[src/rtl/xfer_pack_pkg.sv]
package xfer_pack_pkg;

   typedef enum logic {
      DIR_TX = 1'b0,
      DIR_RX = 1'b1
   } xfer_dir_e;

   // bit layout shared by both flag vectors
   typedef struct packed {
      logic active;
      logic half;
      logic full;
      logic empty;
      logic avail;
   } side_flags_t;

endpackage

[src/rtl/xpe_word_fifo.sv]
module xpe_word_fifo #(
   parameter int DEPTH       = 16,
   parameter int WIDTH       = 32,
   parameter bit CLEAR_STORE = 1'b0
) (
   input  logic                       clk,
   input  logic                       rst_n,
   input  logic                       push,
   input  logic [WIDTH-1:0]           push_data,
   input  logic                       pop,
   output logic [WIDTH-1:0]           head,
   output logic [$clog2(DEPTH):0]     count,
   output logic                       full,
   output logic                       empty
);
   localparam int AW = $clog2(DEPTH);
   localparam int CW = AW + 1;

   if (DEPTH < 2 || (1 << AW) != DEPTH) begin : g_bad_depth
      $error("xpe_word_fifo: DEPTH must be a power of two of at least 2");
   end

   logic [WIDTH-1:0] mem [DEPTH];
   logic [AW-1:0]    rd_ptr;
   logic [AW-1:0]    wr_idx;
   logic             do_push;
   logic             do_pop;

   assign full    = (count == CW'(DEPTH));
   assign empty   = (count == '0);
   assign do_push = push && !full;
   assign do_pop  = pop && !empty;
   assign wr_idx  = rd_ptr + count[AW-1:0];
   assign head    = mem[rd_ptr];

   if (CLEAR_STORE) begin : g_store_rst
      always_ff @(posedge clk or negedge rst_n) begin
         if (!rst_n) begin
            for (int i = 0; i < DEPTH; i++) mem[i] <= '0;
         end else if (do_push) begin
            mem[wr_idx] <= push_data;
         end
      end
   end else begin : g_store_plain
      always_ff @(posedge clk) begin
         if (do_push) mem[wr_idx] <= push_data;
      end
   end

   always_ff @(posedge clk or negedge rst_n) begin
      if (!rst_n) begin
         rd_ptr <= '0;
         count  <= '0;
      end else begin
         if (do_pop) rd_ptr <= rd_ptr + AW'(1);
         case ({do_push, do_pop})
            2'b10:   count <= count + CW'(1);
            2'b01:   count <= count - CW'(1);
            default: count <= count;
         endcase
      end
   end

endmodule

[src/rtl/xpe_rx_packer.sv]
module xpe_rx_packer #(
   parameter int WORD_W = 32,
   parameter int BYTE_W = 8
) (
   input  logic              clk,
   input  logic              rst_n,
   input  logic              clr,
   input  logic              take,
   input  logic              last,
   input  logic [BYTE_W-1:0] byte_in,
   output logic              push,
   output logic [WORD_W-1:0] word_out
);
   localparam int LANES = WORD_W / BYTE_W;
   localparam int IW    = (LANES > 1) ? $clog2(LANES) : 1;

   if (LANES < 2 || LANES * BYTE_W != WORD_W) begin : g_bad_lanes
      $error("xpe_rx_packer: WORD_W must hold at least two whole bytes");
   end

   logic [WORD_W-1:0] acc_q;
   logic [IW-1:0]     idx_q;
   logic [WORD_W-1:0] merged;

   for (genvar l = 0; l < LANES; l++) begin : g_lane
      assign merged[l*BYTE_W +: BYTE_W] =
         (idx_q == IW'(l)) ? byte_in : acc_q[l*BYTE_W +: BYTE_W];
   end

   assign push     = take && ((idx_q == IW'(LANES - 1)) || last);
   assign word_out = merged;

   always_ff @(posedge clk or negedge rst_n) begin
      if (!rst_n) begin
         acc_q <= '0;
         idx_q <= '0;
      end else if (clr || push) begin
         acc_q <= '0;
         idx_q <= '0;
      end else if (take) begin
         acc_q <= merged;
         idx_q <= idx_q + IW'(1);
      end
   end

endmodule

[src/rtl/xpe_tx_unpacker.sv]
module xpe_tx_unpacker #(
   parameter int WORD_W = 32,
   parameter int BYTE_W = 8
) (
   input  logic              clk,
   input  logic              rst_n,
   input  logic              clr,
   input  logic              allow,
   input  logic              fifo_empty,
   input  logic [WORD_W-1:0] fifo_head,
   output logic              pop,
   output logic              byte_valid,
   output logic [BYTE_W-1:0] byte_out,
   input  logic              take
);
   localparam int LANES = WORD_W / BYTE_W;
   localparam int IW    = (LANES > 1) ? $clog2(LANES) : 1;

   logic [WORD_W-1:0] word_q;
   logic [IW-1:0]     idx_q;
   logic              have_q;
   logic [BYTE_W-1:0] lane [LANES];

   for (genvar l = 0; l < LANES; l++) begin : g_lane
      assign lane[l] = word_q[l*BYTE_W +: BYTE_W];
   end

   assign pop        = allow && !have_q && !fifo_empty;
   assign byte_valid = allow && have_q;
   assign byte_out   = lane[idx_q];

   always_ff @(posedge clk or negedge rst_n) begin
      if (!rst_n) begin
         word_q <= '0;
         idx_q  <= '0;
         have_q <= 1'b0;
      end else if (clr) begin
         idx_q  <= '0;
         have_q <= 1'b0;
      end else if (pop) begin
         word_q <= fifo_head;
         idx_q  <= '0;
         have_q <= 1'b1;
      end else if (take) begin
         idx_q <= idx_q + IW'(1);
         if (idx_q == IW'(LANES - 1)) have_q <= 1'b0;
      end
   end

endmodule

[src/rtl/xpe_status.sv]
module xpe_status
   import xfer_pack_pkg::*;
#(
   parameter int DEPTH = 16,
   parameter int CW    = 5
) (
   input  logic          run,
   input  xfer_dir_e     dir,
   input  logic [CW-1:0] count,
   output side_flags_t   rx_fl,
   output side_flags_t   tx_fl
);
   localparam int HALF = DEPTH / 2;

   side_flags_t base_rx;
   side_flags_t base_tx;

   always_comb begin
      base_rx.active = run;
      base_rx.half   = (count >= CW'(HALF));
      base_rx.full   = (count == CW'(DEPTH));
      base_rx.empty  = (count == '0);
      base_rx.avail  = (count != '0);
      base_tx        = base_rx;
      base_tx.half   = (count <= CW'(HALF));
   end

   assign rx_fl = (dir == DIR_RX) ? base_rx : '0;
   assign tx_fl = (dir == DIR_TX) ? base_tx : '0;

endmodule

[src/rtl/xfer_pack_engine.sv]
module xfer_pack_engine
   import xfer_pack_pkg::*;
#(
   parameter int FIFO_DEPTH  = 16,
   parameter int WORD_W      = 32,
   parameter int BYTE_W      = 8,
   parameter int LEN_W       = 16,
   parameter bit CLEAR_STORE = 1'b0
) (
   input  logic              clk,
   input  logic              rst_n,
   input  logic              len_wr,
   input  logic [LEN_W-1:0]  len_val,
   input  logic              ctl_wr,
   input  logic              ctl_en,
   input  logic              ctl_dir_rx,
   input  logic              bus_push,
   input  logic [WORD_W-1:0] bus_wdata,
   input  logic              bus_pop,
   output logic [WORD_W-1:0] bus_rdata,
   input  logic              card_rx_valid,
   input  logic [BYTE_W-1:0] card_rx_byte,
   output logic              card_rx_ready,
   output logic              card_tx_valid,
   output logic [BYTE_W-1:0] card_tx_byte,
   input  logic              card_tx_ready,
   output logic              eng_en,
   output logic [LEN_W-1:0]  bytes_left,
   output logic [LEN_W-1:0]  words_left,
   output logic [4:0]        rx_flags,
   output logic [4:0]        tx_flags,
   output logic              data_end,
   output logic              block_end,
   output logic              err_overrun,
   output logic              err_underrun
);
   localparam int LANES = WORD_W / BYTE_W;
   localparam int LSH   = $clog2(LANES);
   localparam int CW    = $clog2(FIFO_DEPTH) + 1;

   if ((1 << LSH) != LANES) begin : g_bad_lanes
      $error("xfer_pack_engine: bytes per word must be a power of two");
   end
   if (LEN_W < 2) begin : g_bad_len
      $error("xfer_pack_engine: LEN_W too small");
   end

   xfer_dir_e         dir_q;
   logic              en_q;
   logic [LEN_W-1:0]  len_q;
   logic [LEN_W-1:0]  cnt_q;
   logic              cnt_nz;
   logic              rx_mode;
   logic              start;

   logic              f_push, f_pop, f_full, f_empty;
   logic [WORD_W-1:0] f_wdata, f_head;
   logic [CW-1:0]     f_count;

   logic              rx_take, pk_push;
   logic [WORD_W-1:0] pk_word;
   logic              tx_allow, tx_take, up_pop;

   side_flags_t       rx_fl, tx_fl;
   logic [LEN_W:0]    round_up;

   assign rx_mode  = (dir_q == DIR_RX);
   assign cnt_nz   = (cnt_q != '0);
   assign start    = ctl_wr && ctl_en;

   assign card_rx_ready = en_q && rx_mode && cnt_nz && !f_full;
   assign rx_take       = card_rx_valid && card_rx_ready;
   assign tx_allow      = en_q && !rx_mode && cnt_nz;
   assign tx_take       = card_tx_valid && card_tx_ready;

   // bus and engine each own one FIFO port, chosen by direction
   assign f_push  = rx_mode ? pk_push : bus_push;
   assign f_wdata = rx_mode ? pk_word : bus_wdata;
   assign f_pop   = rx_mode ? bus_pop : up_pop;

   xpe_word_fifo #(
      .DEPTH      (FIFO_DEPTH),
      .WIDTH      (WORD_W),
      .CLEAR_STORE(CLEAR_STORE)
   ) u_fifo (
      .clk      (clk),
      .rst_n    (rst_n),
      .push     (f_push),
      .push_data(f_wdata),
      .pop      (f_pop),
      .head     (f_head),
      .count    (f_count),
      .full     (f_full),
      .empty    (f_empty)
   );

   xpe_rx_packer #(
      .WORD_W(WORD_W),
      .BYTE_W(BYTE_W)
   ) u_pack (
      .clk     (clk),
      .rst_n   (rst_n),
      .clr     (ctl_wr),
      .take    (rx_take),
      .last    (cnt_q == LEN_W'(1)),
      .byte_in (card_rx_byte),
      .push    (pk_push),
      .word_out(pk_word)
   );

   xpe_tx_unpacker #(
      .WORD_W(WORD_W),
      .BYTE_W(BYTE_W)
   ) u_unpack (
      .clk       (clk),
      .rst_n     (rst_n),
      .clr       (ctl_wr),
      .allow     (tx_allow),
      .fifo_empty(f_empty),
      .fifo_head (f_head),
      .pop       (up_pop),
      .byte_valid(card_tx_valid),
      .byte_out  (card_tx_byte),
      .take      (tx_take)
   );

   xpe_status #(
      .DEPTH(FIFO_DEPTH),
      .CW   (CW)
   ) u_stat (
      .run  (en_q && cnt_nz),
      .dir  (dir_q),
      .count(f_count),
      .rx_fl(rx_fl),
      .tx_fl(tx_fl)
   );

   always_ff @(posedge clk or negedge rst_n) begin
      if (!rst_n) begin
         len_q <= '0;
      end else if (len_wr) begin
         len_q <= len_val;
      end
   end

   always_ff @(posedge clk or negedge rst_n) begin
      if (!rst_n) begin
         dir_q <= DIR_TX;
         en_q  <= 1'b0;
         cnt_q <= '0;
      end else begin
         if (ctl_wr) begin
            dir_q <= xfer_dir_e'(ctl_dir_rx);
            en_q  <= ctl_en;
         end else if (en_q && !cnt_nz && f_empty) begin
            en_q <= 1'b0;
         end
         if (start) begin
            cnt_q <= len_q;
         end else if (rx_take || tx_take) begin
            cnt_q <= cnt_q - LEN_W'(1);
         end
      end
   end

   always_ff @(posedge clk or negedge rst_n) begin
      if (!rst_n) begin
         data_end     <= 1'b0;
         block_end    <= 1'b0;
         err_overrun  <= 1'b0;
         err_underrun <= 1'b0;
      end else if (start) begin
         data_end     <= 1'b0;
         block_end    <= 1'b0;
         err_overrun  <= 1'b0;
         err_underrun <= 1'b0;
      end else begin
         if (en_q && !cnt_nz) begin
            data_end  <= 1'b1;
            block_end <= 1'b1;
         end
         if (!rx_mode && bus_push && f_full) err_overrun  <= 1'b1;
         if (rx_mode && bus_pop && f_empty)  err_underrun <= 1'b1;
      end
   end

   assign round_up   = {1'b0, cnt_q} + (LEN_W + 1)'(LANES - 1);
   assign words_left = LEN_W'(round_up >> LSH);
   assign bytes_left = cnt_q;
   assign eng_en     = en_q;
   assign bus_rdata  = f_head;
   assign rx_flags   = rx_fl;
   assign tx_flags   = tx_fl;

endmodule

[config.mk]
export PLATFORM = sky130hd
export DESIGN_NAME = xfer_pack_engine
export DESIGN_NICKNAME = d
export VERILOG_FILES = /design/src/rtl/xfer_pack_pkg.sv /design/src/rtl/xpe_word_fifo.sv /design/src/rtl/xpe_rx_packer.sv /design/src/rtl/xpe_tx_unpacker.sv /design/src/rtl/xpe_status.sv /design/src/rtl/xfer_pack_engine.sv
export SDC_FILE = /design/constraint.sdc
export NUM_CORES = 1
export LEC_CHECK = 0
export BUFFER_PORTS_ARGS = -buffer_cell sky130_fd_sc_hd__buf_2
export CAP_MARGIN = 20
export CORE_ASPECT_RATIO = 1.1
export CORE_UTILIZATION = 40
export DETAILED_ROUTE_END_ITERATION = 6
export PLACE_DENSITY = 0.62
export SKIP_LAST_GASP = 1
export SYNTH_ARGS = -nofsm -noshare
export SYNTH_HDL_FRONTEND = slang
export SYNTH_HIERARCHICAL = 1
export SYNTH_SLANG_ARGS = --single-unit
[constraint.sdc]
create_clock -name clk -period 5.86 [get_ports clk]
set_clock_uncertainty 0.2 [all_clocks]
set_input_delay 1.172 -clock clk [delete_from_list [all_inputs] [get_ports clk]]
set_output_delay 1.172 -clock clk [all_outputs]
set_load 0.005 [all_outputs]
Word level (Yosys, flattened, before mapping)
Memories as Yosys holds them, arrays and structs flattened.
Index checks and enable logic that the tools add are counted.
{"block": "totals", "reg_bits": 115, "elab_cells": 116, "mem_bits_rw": 512, "in_bits": 66, "mem_count": 1}
{"block": "classes", "bitwise": 2, "n_mux": 36, "order_cmp": 3, "n_eq_ne": 8, "add_sub_neg": 8, "n_reduce_logical": 44}
{"memory": "u_fifo.mem", "words": 16, "width": 32, "read_ports": 1, "rd_clocked_by_memory_dff": 0, "wr": 1, "line": "xpe_word_fifo.sv:23", "rtl": "logic [WIDTH-1:0] mem [DEPTH];"}
{"operator": "$mux 32", "count": 3}
{"operator": "$mux 8", "count": 6}
{"operator": "$mux 16", "count": 2}
{"operator": "$logic_and 1x1->1", "count": 21}
{"operator": "$add 16x2->17 const B", "count": 1}
{"operator": "$bmux 8 s2", "count": 1}
{"operator": "$eq 16x1->1 const B", "count": 1}
{"operator": "$mux 1", "count": 16}
{"operator": "$reduce_bool 16->1", "count": 1}
{"operator": "$sub 16x1->16 const B", "count": 1}
{"operator": "$reduce_bool 2->1", "count": 7}
{"operator": "$mux 2", "count": 5}
{"operator": "$mux 5", "count": 2}
{"operator": "$pmux 5 s2", "count": 1}
{"operator": "$eq 2x2->1 const B", "count": 4}
{"operator": "$reduce_bool 3->1", "count": 2}
{"operator": "$add 5x1->5 const B", "count": 1}
{"operator": "$eq 5x5->1 const B", "count": 1}
{"operator": "$ge 5x4->1 const B", "count": 1}
{"operator": "$le 5x4->1 const B", "count": 1}
{"operator": "$logic_not 1->1", "count": 5}
{"operator": "$logic_not 5->1", "count": 1}
{"operator": "$reduce_bool 5->1", "count": 1}
{"operator": "$sub 5x1->5 const B", "count": 1}
{"operator": "other kinds (10)", "count": 15}

Depth between registers and ports, before layout
{"block": "depth", "ltp_word": 9, "depth_mapped": 16, "mapped_depth_nobuf": 15}

Cells and area by module
The synthesis kept the hierarchy.
{"mod": "xpe_word_fifo", "seq_area_each_um2": 15600.0, "cells_per_inst": 997, "n_inst": 1, "area_per_inst_um2": 20297.0}
{"mod": "xfer_pack_engine", "seq_area_each_um2": 925.9, "cells_per_inst": 262, "n_inst": 1, "area_per_inst_um2": 2538.7}
{"mod": "xpe_rx_packer", "seq_area_each_um2": 850.8, "cells_per_inst": 120, "n_inst": 1, "area_per_inst_um2": 1710.4}
{"mod": "xpe_tx_unpacker", "seq_area_each_um2": 875.8, "cells_per_inst": 90, "n_inst": 1, "area_per_inst_um2": 1555.2}
{"mod": "xpe_status", "seq_area_each_um2": 0.0, "cells_per_inst": 14, "n_inst": 1, "area_per_inst_um2": 100.1}

Worst setup path after synthesis
No wires, ideal clock.
{"block": "synth_timing", "path_type": "register -> register", "from": "reg cnt_q[7], in the netlist bytes_left[7]", "to": "mem u_fifo.mem[0][0] (enable)", "t_required_ns": 5.199, "path_slack_ns": 0.194, "path_stages_with_launch": 11, "arrival_ns": 5.005, "path_cell_list": "dfrtp_1 > clkbuf_1 > nor4_2 > nand4_2 > nor4b_1 > o21a_1 > mux2_2 > a21boi_1 > inv_1 > or3_1 > nor3_1"}
{"block": "synth_between", "elab_chain_cells": 9}
{"item": "from (decl)", "line": "xfer_pack_engine.sv:51", "rtl": "logic [LEN_W-1:0] cnt_q;"}
{"item": "from (signal assigned)", "line": "xfer_pack_engine.sv:159", "rtl": "cnt_q <= len_q;"}
{"item": "from (signal assigned)", "line": "xfer_pack_engine.sv:161", "rtl": "cnt_q <= cnt_q - LEN_W'(1);"}
{"item": "$reduce_bool 16->1", "line": "xfer_pack_engine.sv:68", "rtl": "assign cnt_nz = (cnt_q != '0);"}
{"item": "$logic_and 1x1->1 (2 in a row)", "line": "xfer_pack_engine.sv:71", "rtl": "assign card_rx_ready = en_q && rx_mode && cnt_nz && !f_full;"}
{"item": "$logic_and 1x1->1", "line": "xfer_pack_engine.sv:72", "rtl": "assign rx_take = card_rx_valid && card_rx_ready;"}
{"item": "$logic_and 1x1->1 (*)", "line": "xpe_rx_packer.sv:30", "rtl": "assign push = take && ((idx_q == IW'(LANES - 1)) || last);"}
{"item": "net pk_push", "line": "xfer_pack_engine.sv:60", "rtl": "logic rx_take, pk_push;"}
{"item": "$mux 1 (*)", "line": "xfer_pack_engine.sv:77", "rtl": "assign f_push = rx_mode ? pk_push : bus_push;"}
{"item": "net f_push", "line": "xfer_pack_engine.sv:56", "rtl": "logic f_push, f_pop, f_full, f_empty;"}
{"item": "$logic_and 1x1->1 (*)", "line": "xpe_word_fifo.sv:31", "rtl": "assign do_push = push && !full;"}
{"item": "$mux 1 (*)", "line": "xpe_word_fifo.sv:46", "rtl": "if (do_push) mem[wr_idx] <= push_data;"}
{"item": "$mux 1 (not written as such) (*)", "line": "xpe_word_fifo.sv:46"}
{"item": "to (decl)", "line": "xpe_word_fifo.sv:23"}
Mark *: on every way through the listed nets, which the timed path passes. The rest lies on a longest branch.

Final worst setup path
{"block": "layout_timing", "from": "reg u_fifo.rd_ptr[2]", "to": "out bus_rdata[30]"}
{"block": "layout_between", "elab_chain_cells": 1}
{"item": "from (decl)", "line": "xpe_word_fifo.sv:24", "rtl": "logic [AW-1:0] rd_ptr;"}
{"item": "from (signal assigned)", "line": "xpe_word_fifo.sv:55", "rtl": "if (do_pop) rd_ptr <= rd_ptr + AW'(1);"}
{"item": "$mem_v2 16x32"}
{"item": "to (decl)", "line": "xfer_pack_engine.sv:20", "rtl": "output logic [WORD_W-1:0] bus_rdata,"}
No other way between the ends.

==> flow_metrics.py <==
metrics = {
    "outcome": {
        "status": "completed",
    },
    "worst_setup_path": {
        "ff2ff_path_depth": 13,
        "regToRegSetupSlack_ps": 1360,
        "critical_path_class": "reg2out",
        "start_kind": "flop",
        "r2r-end": "u_fifo/count[4]$_DFFE_PN0P_",
        "required_ps": 4490,
        "critPathArrivalTime_ps": 3440,
        "endpoint": "bus_rdata[30]",
        "r2r_start": "bytes_left[9]$_DFFE_PN0P_",
        "startpoint": "u_fifo/rd_ptr[2]$_DFFE_PN0P_",
        "crit_path_end_kind": "output pin",
        "crit_fanout": 64,
    },
    "place": {
        "gp_congestion": 0.835,
        "dpl.cell_count": 2433,
        "pre_cts_ws_ps": 1370,
        "io_buffers": 153,
        "placed_area_mm2": 0.0279,
        "dp_hpwl_um": 42300,
    },
    "clock_tree": {
        "htreeDepth": 2,
        "clockBufferDepth": 3,
        "post-cts-setup-buffers": 0,
        "clk_pin_slew_ps": 60,
        "worstSkewPairLatency_ps": 630,
        "clock-sinks": 627,
        "cts_tree": "done",
        "cts_resized": 0,
        "cts_buffers": 60,
        "cts_root_buf": "clkbuf_16",
        "cts_hold_buf": 0,
    },
    "timing": {
        "hold_viol": 0,
        "setup_tns_ps": 0,
        "period_share_pct": 82.1,
        "setup_viol": 0,
        "relSlewSlack_pct": 30.9,
        "worst_slew_pin_slew_ps": 1030,
        "finalMaxSlewViolations": 0,
        "rsz0062_at_grt": "no",
        "whs_ps": 301,
        "setup_slack_ps": 1050,
        "min_period_ps": 4810,
        "clock.fmax_mhz": 208,
    },
    "detailed_routing": {
        "routed_wl_um": 66500,
        "first_iter_violations": 1246,
        "num_vias": 14400,
        "ant_nets": 0,
        "wl_per_cell_um": 26.1,
        "viasPerCell": 5.66,
        "dr.pass1.iters": 5,
        "drc": 0,
    },
    "grt": {
        "antenna_found_initial": 0,
        "grt_usage_pct": 20.1,
        "grt_start_max_net_pins": 81,
        "overflow": 0,
        "grt_pass1_wl_um": 97800,
        "first_global_vias": 14700,
    },
    "logic_synthesis": {
        "synth_top_flop_cell": "edfxtp_1",
        "synth_edf_count": 512,
        "synth.most_common_cell": "edfxtp_1",
        "synthArstFlopShare_pct": 18.3,
        "ys_seq_area_share_pct": 69.7,
        "syn_nets": 1566,
        "syn_inst": 1483,
        "netlist_area_mm2": 0.0262,
        "synth_warnings": 6,
        "ys_ff_latch": 627,
        "synth_common_cells": "edfxtp_1 (512), mux2i_1 (130), dfrtp_1 (115), mux2_2 (115), mux4_2 (70)",
        "synth_top_area_share_pct": 58.7,
        "avgSynthCellArea_um2": 17.7,
        "ys_top_cells_by_area": "edfxtp_1 (59%), dfrtp_1 (11%), mux4_2 (6.0%)",
        "synth_cell_type_count": 71,
        "synth_top_area_cell": "edfxtp_1",
    },
    "die": {
        "die_w_um": 246,
        "core-area_mm2": 0.0649,
        "ios": 155,
        "start_util_pct": 40.4,
        "dieArea_mm2": 0.0665,
        "rows": 98,
        "die_h_um": 270,
    },
    "hold_path": {
        "hold_path_startpoint": "len_q[10]$_DFFE_PN0P_",
        "hold_class": "reg2reg",
    },
    "flow_run": {
        "cap_violations": 0,
    },
    "final_layout": {
        "area_growth_pct": 14.6,
        "drive_gt1_share_pct": 31.7,
        "fin_nets": 1728,
        "fin_cells": 2548,
        "post-route-cell-area_mm2": 0.0300,
    },
    "power": {
        "p_per_area_mw_per_mm2": 498,
        "ir_drop_mv": 0.414,
        "p_leak_nw": 10.8,
        "seq_power_share_pct": 41.4,
        "p_sw_mw": 5.03,
        "p_int_mw": 9.93,
        "p_sw_share_pct": 33.6,
        "clock_power_share_pct": 27.8,
        "pwr-share-comb_pct": 30.9,
    },
}
-- per-layer routing --
metal  GRT usage, %  up-vias  wire (µm)
met2           33.1      453      32900
met3           2.85       74       3820
met4           4.85        0       1320
met5              0        -          0
li1               -     6300          -
met1           27.9     7603      28500
-- sequential cells by signal, indices dropped and copies added, names as in the netlist, 2 cells and up --
| signal | cells |
|---|---|
| bytes_left | 16 |
| len_q | 16 |
| u_fifo/count | 5 |
| u_fifo/mem | 512 |
| u_fifo/rd_ptr | 4 |
| u_pack/acc_q | 32 |
| u_pack/idx_q | 2 |
| u_unpack/idx_q | 2 |
| u_unpack/word_q | 32 |
-- stage by stage --
| step | total power [mW] | util [%] |
|---|---|---|
| 4_1_cts | 15.1 | 46.3 |
| 3_5_place_dp | 10.9 | 43.0 |
| 3_3_place_gp | 10.9 | 43.0 |
| 5_1_grt | 15.6 | 46.3 |
| 6_report | 15.0 | 46.3 |
| 2_1_floorplan | 9.08 | - |
-- worst min path at each step --
stage	to	slack (ps)	cells past startpoint
detailed placement	bytes_left[14]$_DFFE_PN0P_	290	2
finish	bytes_left[10]$_DFFE_PN0P_	300	2
CTS	bytes_left[10]$_DFFE_PN0P_	290	2
global route	u_pack/acc_q[7]$_DFFE_PN0P_	320	1
global placement	err_underrun$_DFFE_PN0P_	280	2
floorplan	bytes_left[10]$_DFFE_PN0P_	250	2
-- worst max-delay path, cell delays in order (launching register included) --
cell	delay, ps
dfrtp_1	880
nor2b_4	270
buf_4	690
a221oi_1	270
o21ai_0	210
nand2_1	250
buf_2	220
-- cells in the final DEF, fill, tap and decap left out, types with 4 or more instances in the layout --
cell,n
and3_1,4
nand3_1,7
nand2_1,50
mux2i_1,130
buf_2,152
dfrtp_1,111
buf_4,35
clkinv_2,10
clkbuf_1,14
clkbuf_16,61
a22oi_1,32
inv_1,11
xor2_1,13
mux2_2,115
clkbuf_8,12
mux4_2,70
bufinv_16,9
a22o_1,7
xnor2_1,19
edfxtp_1,512
a22o_2,26
a31oi_1,11
or4_1,6
o21ai_0,42
o31ai_1,6
nor3_1,12
ha_1,15
or3_1,5
nor2_1,29
a221oi_1,64
nor3_2,16
a21oi_1,11
-- kinds of logic (layout without fill, tap and decap cells) --
kind of cell / count (synthesis) / after routing / share of synthesized area (%)
AOI/OAI and AO/OA: 221 / 221 / 6.42
xor gates and xnor gates: 32 / 32 / 1.07
adders and majority gates: 17 / 17 / 0.869
buffers and inverters: 102 / 315 / 2.40
DFF: 627 / 627 / 69.7
muxes: 319 / 319 / 16.2
other: 1 / 3 / 0.0143
and+or+nand+nor: 164 / 164 / 3.35
-- power groups by stage --
| stage | Sequential, mW | Combinational [mW] | Clock [mW] |
|---|---|---|---|
| 6_report | 6.19 | 4.62 | 4.15 |
| 5_1_grt | 6.26 | 4.95 | 4.41 |
| 4_1_cts | 6.20 | 4.68 | 4.23 |
| 3_5_place_dp | 6.29 | 4.66 | 0 |
| 3_3_place_gp | 6.25 | 4.62 | 0 |
| 2_1_floorplan | 5.98 | 3.10 | 0 |
-- final cells by class --
type / instances / area [µm²]
tap: 850 / 1060
inverter: 11 / 41.3
sequential: 627 / 18300
antenna: 2 / 5.00
multi-input combinational: 754 / 7410
clock inverter: 26 / 392
timing repair buffer: 191 / 1090
clock buffer: 87 / 1740
fill: 5511 / 34900
Note: power is estimated with default switching activity, not from simulation.
